[src/rtl/fsr_pkg.sv]
package fsr_pkg;
    localparam int ADDR_W = 3;
    localparam int DATA_W = 8;
    localparam int NTMR   = 3;
    localparam int NSRC   = 2 + NTMR;

    // source index within enable/status vectors
    localparam int SRC_OACK = 0;
    localparam int SRC_IREQ = 1;
    localparam int SRC_T0   = 2;

    localparam logic [ADDR_W-1:0] A_CTRL = 3'd0;
    localparam logic [ADDR_W-1:0] A_IRQ0 = 3'd4;
    localparam logic [ADDR_W-1:0] A_IRQ1 = 3'd5;

    typedef struct packed {
        logic trig;
        logic ovr;
        logic und;
    } flag_t;

    typedef struct packed {
        logic [NSRC-1:0] en;
        logic [NSRC-1:0] stat;
        logic            t0_chain;
        logic            t1_chain;
        logic            req_fall;
        logic            fifo_rst;
    } irq_regs_t;
endpackage

[src/rtl/fsr_edge_det.sv]
module fsr_edge_det #(
    parameter int N = 5
) (
    input  logic         clk,
    input  logic         rst_n,
    input  logic [N-1:0] raw,
    input  logic [N-1:0] fall_sel,
    output logic [N-1:0] evt
);
    logic [N-1:0] prev_d, prev_q;

    always_comb begin
        prev_d = raw;
    end

    always_ff @(posedge clk or negedge rst_n) begin
        if (!rst_n) prev_q <= '0;
        else        prev_q <= prev_d;
    end

    for (genvar i = 0; i < N; i++) begin : g_edge
        logic rise, fall;
        assign rise   = raw[i] & ~prev_q[i];
        assign fall   = ~raw[i] & prev_q[i];
        assign evt[i] = fall_sel[i] ? fall : rise;
    end


    evt_edge_chk: assert property (@(posedge clk) disable iff (!rst_n)
        ((evt & ~(raw ^ prev_q)) == '0));
endmodule

[src/rtl/fsr_fifo_flags.sv]
module fsr_fifo_flags
    import fsr_pkg::*;
(
    input  logic       clk,
    input  logic       rst_n,
    input  logic       wr_ctrl,
    input  logic [2:0] wbits,
    input  logic       in_full,
    input  logic       in_push,
    input  logic       out_empty,
    input  logic       out_pop,
    output flag_t      flags
);
    flag_t f_d, f_q;
    logic  ovr_evt, und_evt;

    assign ovr_evt = in_full & in_push;
    assign und_evt = out_empty & out_pop;

    always_comb begin
        f_d = f_q;
        if (wr_ctrl) begin
            f_d.trig = wbits[0];
            if (wbits[1]) f_d.ovr = 1'b0;
            if (wbits[2]) f_d.und = 1'b0;
        end
        if (ovr_evt) f_d.ovr = 1'b1;
        if (und_evt) f_d.und = 1'b1;
    end

    always_ff @(posedge clk or negedge rst_n) begin
        if (!rst_n) f_q <= '0;
        else        f_q <= f_d;
    end

    assign flags = f_q;


    ovr_set_chk: assert property (@(posedge clk) disable iff (!rst_n)
        $past(in_full && in_push) |-> flags.ovr);

    und_set_chk: assert property (@(posedge clk) disable iff (!rst_n)
        $past(out_empty && out_pop) |-> flags.und);

    ovr_hold_chk: assert property (@(posedge clk) disable iff (!rst_n)
        ($past(flags.ovr) && !($past(wr_ctrl) && $past(wbits[1]))) |-> flags.ovr);

    trig_wr_chk: assert property (@(posedge clk) disable iff (!rst_n)
        $past(wr_ctrl) |-> (flags.trig == $past(wbits[0])));
endmodule

[src/rtl/fsr_irq_core.sv]
module fsr_irq_core
    import fsr_pkg::*;
(
    input  logic              clk,
    input  logic              rst_n,
    input  logic              wr_b0,
    input  logic              wr_b1,
    input  logic [DATA_W-1:0] wdata,
    input  logic [NSRC-1:0]   evt,
    output irq_regs_t         regs,
    output logic              irq_o
);
    irq_regs_t     r_d, r_q;
    logic [NSRC-1:0] clr;
    logic            unused_hi;

    assign unused_hi = ^wdata[7:6];

    // W1C masks: byte0 bits 5..7 -> sources 0..2, byte1 bits 0..1 -> timers 1,2
    always_comb begin
        clr = '0;
        for (int i = 0; i < 3; i++) clr[i] = wr_b0 & wdata[5+i];
        for (int i = 3; i < NSRC; i++) clr[i] = wr_b1 & wdata[i-3];
    end

    always_comb begin
        r_d = r_q;
        r_d.fifo_rst = 1'b0;
        if (wr_b0) r_d.en = wdata[NSRC-1:0];
        if (wr_b1) begin
            r_d.t0_chain = wdata[2];
            r_d.t1_chain = wdata[3];
            r_d.req_fall = wdata[4];
            r_d.fifo_rst = wdata[5];
        end
        r_d.stat = (r_q.stat & ~clr) | evt;
    end

    always_ff @(posedge clk or negedge rst_n) begin
        if (!rst_n) r_q <= '0;
        else        r_q <= r_d;
    end

    assign regs  = r_q;
    assign irq_o = |(r_q.stat & r_q.en);


    stat_sticky_chk: assert property (@(posedge clk) disable iff (!rst_n)
        ((($past(r_q.stat) & ~$past(clr)) & ~r_q.stat) == '0));

    set_wins_chk: assert property (@(posedge clk) disable iff (!rst_n)
        (($past(evt) & ~r_q.stat) == '0));

    rst_pulse_chk: assert property (@(posedge clk) disable iff (!rst_n)
        r_q.fifo_rst |-> ($past(wr_b1) && $past(wdata[5])));

    irq_hold_chk: assert property (@(posedge clk) disable iff (!rst_n)
        ($past(irq_o) && !$past(wr_b0) && !$past(wr_b1)) |-> irq_o);
endmodule

[src/rtl/fsr_top.sv]
module fsr_top
    import fsr_pkg::*;
(
    input  logic              clk,
    input  logic              rst_n,
    input  logic              bus_we,
    input  logic [ADDR_W-1:0] bus_addr,
    input  logic [DATA_W-1:0] bus_wdata,
    output logic [DATA_W-1:0] bus_rdata,
    input  logic              in_full_i,
    input  logic              in_push_i,
    input  logic              out_empty_i,
    input  logic              out_pop_i,
    input  logic              oack_i,
    input  logic              ireq_i,
    input  logic [NTMR-1:0]   tmr_i,
    output logic              trig_o,
    output logic              fifo_rst_o,
    output logic [1:0]        chain_o,
    output logic              irq_o
);
    logic            wr_ctrl, wr_b0, wr_b1;
    logic [NSRC-1:0] raw, fall_sel, evt;
    flag_t           flags;
    irq_regs_t       regs;

    assign wr_ctrl = bus_we && (bus_addr == A_CTRL);
    assign wr_b0   = bus_we && (bus_addr == A_IRQ0);
    assign wr_b1   = bus_we && (bus_addr == A_IRQ1);

    assign raw = {tmr_i, ireq_i, oack_i};

    always_comb begin
        fall_sel = '0;
        fall_sel[SRC_IREQ] = regs.req_fall;
    end

    fsr_edge_det #(.N(NSRC)) u_edge (
        .clk      (clk),
        .rst_n    (rst_n),
        .raw      (raw),
        .fall_sel (fall_sel),
        .evt      (evt)
    );

    fsr_fifo_flags u_flags (
        .clk       (clk),
        .rst_n     (rst_n),
        .wr_ctrl   (wr_ctrl),
        .wbits     (bus_wdata[2:0]),
        .in_full   (in_full_i),
        .in_push   (in_push_i),
        .out_empty (out_empty_i),
        .out_pop   (out_pop_i),
        .flags     (flags)
    );

    fsr_irq_core u_irq (
        .clk   (clk),
        .rst_n (rst_n),
        .wr_b0 (wr_b0),
        .wr_b1 (wr_b1),
        .wdata (bus_wdata),
        .evt   (evt),
        .regs  (regs),
        .irq_o (irq_o)
    );

    always_comb begin
        bus_rdata = '0;
        case (bus_addr)
            A_CTRL: bus_rdata = {5'b0, flags.und, flags.ovr, flags.trig};
            A_IRQ0: bus_rdata = {regs.stat[SRC_T0:0], regs.en};
            A_IRQ1: bus_rdata = {in_full_i, out_empty_i, 1'b0, regs.req_fall,
                                 regs.t1_chain, regs.t0_chain,
                                 regs.stat[NSRC-1:SRC_T0+1]};
            default: bus_rdata = '0;
        endcase
    end

    assign trig_o     = flags.trig;
    assign fifo_rst_o = regs.fifo_rst;
    assign chain_o    = {regs.t1_chain, regs.t0_chain};


    rsvd_read_chk: assert property (@(posedge clk) disable iff (!rst_n)
        (bus_addr != A_CTRL && bus_addr != A_IRQ0 && bus_addr != A_IRQ1)
        |-> (bus_rdata == '0));

    chain_hold_chk: assert property (@(posedge clk) disable iff (!rst_n)
        !$past(wr_b1) |-> $stable(chain_o));
endmodule

[config.mk]
export PLATFORM = sky130hd
export DESIGN_NAME = fsr_top
export DESIGN_NICKNAME = d
export VERILOG_FILES = /design/src/rtl/fsr_pkg.sv /design/src/rtl/fsr_edge_det.sv /design/src/rtl/fsr_fifo_flags.sv /design/src/rtl/fsr_irq_core.sv /design/src/rtl/fsr_top.sv
export SDC_FILE = /design/constraint.sdc
export NUM_CORES = 1
export LEC_CHECK = 0
export BUFFER_PORTS_ARGS = -buffer_cell sky130_fd_sc_hd__buf_2
export CORE_ASPECT_RATIO = 1.1
export CORE_MARGIN = 5
export CORE_UTILIZATION = 45
export DETAILED_ROUTE_END_ITERATION = 8
export PLACE_DENSITY = 0.79
export SYNTH_ARGS = -nofsm -noshare
export SYNTH_HDL_FRONTEND = slang
export SYNTH_SLANG_ARGS = --single-unit
[constraint.sdc]
create_clock -name clk -period 2.7 [get_ports clk]
set_input_delay 0.54 -clock clk [delete_from_list [all_inputs] [get_ports clk]]
set_output_delay 0.54 -clock clk [all_outputs]
set_load 0.02 [all_outputs]
==> key figures <==
Power and ir drop
  – Pwr Density: 585 mW/mm^2
  – Leakage power summed over all cells: 0.637 nW
  – Max VDD drop: 0.332 mV

Min path
  – Class of the worst hold path: in2async

Clocking
  – Total clock buffers created by CTS: 3
  – Clock transition at the registers of the reported paths: 0.12 ns
  – Number of buffers inserted by hold repair at cts: 0
  – Root Driver: sky130_fd_sc_hd__clkbuf_4
  – Sinks on Clock Net: 22
  – CTS tree: built
  – Count of buffers added by post-CTS timing repair for setup: 0
  – Clock latency on the worst-skew pair: 0.31 ns
  – H-tree Lvls: 1
  – Number of gates given a new drive strength after cts: 0
  – Largest buffer count on any clock path: 2

Critical path
  – Worst path slowest cell: sky130_fd_sc_hd__mux2_2
  – Cells along the critical path: buf_2 > mux2_2 > a21oi_1 > nor2_1 > buf_2
  – Worst-path fanout max: 15
  – Most used cell, CP: sky130_fd_sc_hd__buf_2
  – Crit-path max cell delay: 0.39 ns
  – Arrival time at the worst endpoint: 1.60 ns
  – Type of the setup path with the least slack: in2out
  – Worst path required time: 2.16 ns
  – Sort of element at the end of the critical path: output port
  – Kind of start point of the critical path: primary input

Timing
  – Count of pins over their slew limit: 0
  – Clock period minus final worst setup slack: 2.14 ns
  – Clock tree skew after final layout: 0.00139 ns
  – Setup repair after global routing missed its margin: false
  – Final total negative setup slack: 0 ns
  – Fin crit share: 79.4%
  – Worst setup slack after layout: 0.556 ns
  – Worst hold margin: 0.177 ns
  – Final number of setup-violating endpoints: 0
  – Worst max-slew margin expressed relative to the limit: 56.0%
  – Slew at the pin closest to its max-slew limit: 0.659 ns
  – Max Clock Freq: 0.466 GHz
  – Number of hold violations in the final report: 0

Floorplanning
  – Num ports: 36
  – Chip Width: 56.8 um
  – Total die area: 0.00349 mm^2
  – Number of placement rows: 18
  – Placeable core region: 0.00227 mm^2
  – Initial cell density of the core: 47.6%
  – Die Ht: 61.4 um

GRT
  – Pin count of the biggest net entering global routing: 23
  – Met2 Track Usage GR: 27.7%
  – Number of antenna violations at the first check in global routing: 0
  – Routing usage on met1: 18.2%
  – Total routing resource utilization after global routing: 15.2%
  – Met3 Usage GRT: 2.73%
  – Global routing's busiest layer: met2
  – Via count of the first global-routing pass: 864
  – First-pass GRT wire length: 4.02 mm
  – Congestion Overflow GR: 0

Detailed routing
  – DR vias: 821
  – Detailed-route wire length per cell: 15.3 um
  – Drt drc: 0
  – Via-per-instance ratio: 5.20
  – Detailed-routing iteration count for the pre-antenna-repair pass: 4
  – Total Wirelength: 2.41 mm
  – Initial detailed-routing violation count: 27
  – Antenna Violating Nets Remaining: 0

Yosys
  – Number of library cell types mapped by synthesis: 23
  – Synth top area share: 50.9%
  – Area contributors post-synth: sky130_fd_sc_hd__dfrtp_1, sky130_fd_sc_hd__mux2_2, sky130_fd_sc_hd__nand2_1
  – Top-count cell post-synth: sky130_fd_sc_hd__dfrtp_1
  – Part of the Yosys area used for sequential elements: 50.9%
  – Flops & latches, synth: 22
  – Top cells by count, synth: sky130_fd_sc_hd__dfrtp_1, sky130_fd_sc_hd__nand2_1, sky130_fd_sc_hd__mux2_2, sky130_fd_sc_hd__nor2_1, sky130_fd_sc_hd__a22o_1
  – Primary flip-flop cell chosen by synthesis mapping: sky130_fd_sc_hd__dfrtp_1
  – Number of synthesized flops with an enable pin: 0
  – Instance count of the mapped netlist: 96
  – Ys async rst share: 100%
  – Synthesized area per cell: 11.3 um^2
  – Combined area of all synthesized cells: 0.00108 mm^2
  – Synth area leader: sky130_fd_sc_hd__dfrtp_1
  – Net count after synthesis: 119
  – Yosys warnings: 0

Final layout
  – Antenna fix cells: 0
  – Footprint of the flip-flops and latches: 551 um^2
  – Fill cells: 209
  – Net count reported at finish: 152
  – Area growth from synthesis to final layout: 17.3%
  – Area taken by multi-input logic gates: 455 um^2
  – Share of final-layout standard cells stronger than drive strength 1: 39.8%

Placement
  – DP HPWL: 1.85 mm
  – Number of port buffers: 35
  – Gp weighted congestion: 0.832
  – Post-placement worst setup slack: 0.564 ns

Run
  – Count of maximum capacitance violations: 0

Outcome
  – Status: finished, final reports clean
[layer usage]
layer	part of all wire, %	wire (um)
met1	43	1030
met2	51	1230
met3	4.5	108
met4	1.6	38
met5	0	0
[state kept, by name, summed over array words and instances, names as in the netlist]
| name | cells |
|---|---|
| u_irq.regs | 14 |
| u_flags.flags | 3 |
| u_edge.prev_q | 5 |
[path summary, 6_finish.rpt]
path	to	from	cells past startpoint	slack [ns]
worst min register to register	u_flags.flags[0]$_DFFE_PN0P_	u_flags.flags[0]$_DFFE_PN0P_	1	0.52
worst min-delay path	u_irq.regs[1]$_DFFE_PN0N_	rst_n	1	0.18
min in group clk	u_edge.prev_q[2]$_DFF_PN0_	tmr_i[0]	1	0.35
worst max-delay path	bus_rdata[0]	bus_addr[0]	5	0.56
max in group asynchronous	u_flags.flags[2]$_DFFE_PN0P_	rst_n	1	2.19
worst max register to register	u_irq.regs[5]$_DFF_PN0_	u_irq.regs[1]$_DFFE_PN0N_	3	1.79
[worst max-delay path: cells and delay by family]
family | cells | cell delay [ns]
buffers and inverters | 2 | 0.49
muxes | 1 | 0.39
and+or+nand+nor | 1 | 0.05
AOI/OAI and AO/OA | 1 | 0.14
[logic make-up (layout without fill, tap and decap cells)]
kind of cell           after synthesis  after routing  synth area share (%)
and+or+nand+nor                     37             37                  19.3
DFF                                 22             22                  50.9
AOI/OAI and AO/OA                   13             13                  9.71
muxes                               13             13                  13.1
buffers and inverters               11             43                  7.05
[cells in the final DEF (no fill, tap or decap)]
cell                       netlist  layout
sky130_fd_sc_hd__and2_1          1       1
sky130_fd_sc_hd__nand4b_1        1       1
sky130_fd_sc_hd__nor3b_1         3       3
sky130_fd_sc_hd__a21boi_2        1       1
sky130_fd_sc_hd__mux2_2          9       9
sky130_fd_sc_hd__nand2b_1        1       1
sky130_fd_sc_hd__dfrtp_1        22      22
sky130_fd_sc_hd__a222oi_1        1       1
sky130_fd_sc_hd__nor4b_4         1       1
sky130_fd_sc_hd__a22oi_1         1       1
sky130_fd_sc_hd__nor4bb_4        1       1
sky130_fd_sc_hd__nor2_1          9       9
sky130_fd_sc_hd__mux2i_1         4       4
sky130_fd_sc_hd__a21oi_1         3       3
sky130_fd_sc_hd__clkbuf_4        0       3
sky130_fd_sc_hd__a22o_1          6       6
sky130_fd_sc_hd__buf_2           1      35
sky130_fd_sc_hd__and4b_1         1       1
sky130_fd_sc_hd__clkbuf_8        0       1
sky130_fd_sc_hd__a211o_1         1       1
sky130_fd_sc_hd__nand2_1        18      18
sky130_fd_sc_hd__inv_1           4       4
sky130_fd_sc_hd__nor3_1          1       1
[metrics by stage]
| step | total power [mW] | instance area, um^2 | cells | util [%] |
|---|---|---|---|---|
| final | 0.743 | 1270 | 158 | 55.8 |
| after floorplan | 0.515 | 1080 | 96 | - |
| after detailed placement | 0.574 | 1230 | 154 | 54.2 |
| after global routing | 0.785 | 1270 | 158 | 55.8 |
| after global placement | 0.565 | 1230 | 154 | 54.2 |
| after CTS | 0.751 | 1270 | 158 | 55.8 |
[power by group]
group | leakage (nW) | switching [mW] | internal (mW)
clock | 0.0210 | 0.0956 | 0.0823
combinational | 0.369 | 0.0880 | 0.0776
sequential | 0.247 | 0.0308 | 0.369
[layout make-up]
type	count	area share, %
well taps	30	2.96
repair buffers	35	13.8
clock buffers	4	2.86
flip-flops and latches	22	43.3
multi-input cells	63	35.9
inverters	4	1.18
No activity file was read; power rests on OpenSTA's default activity.
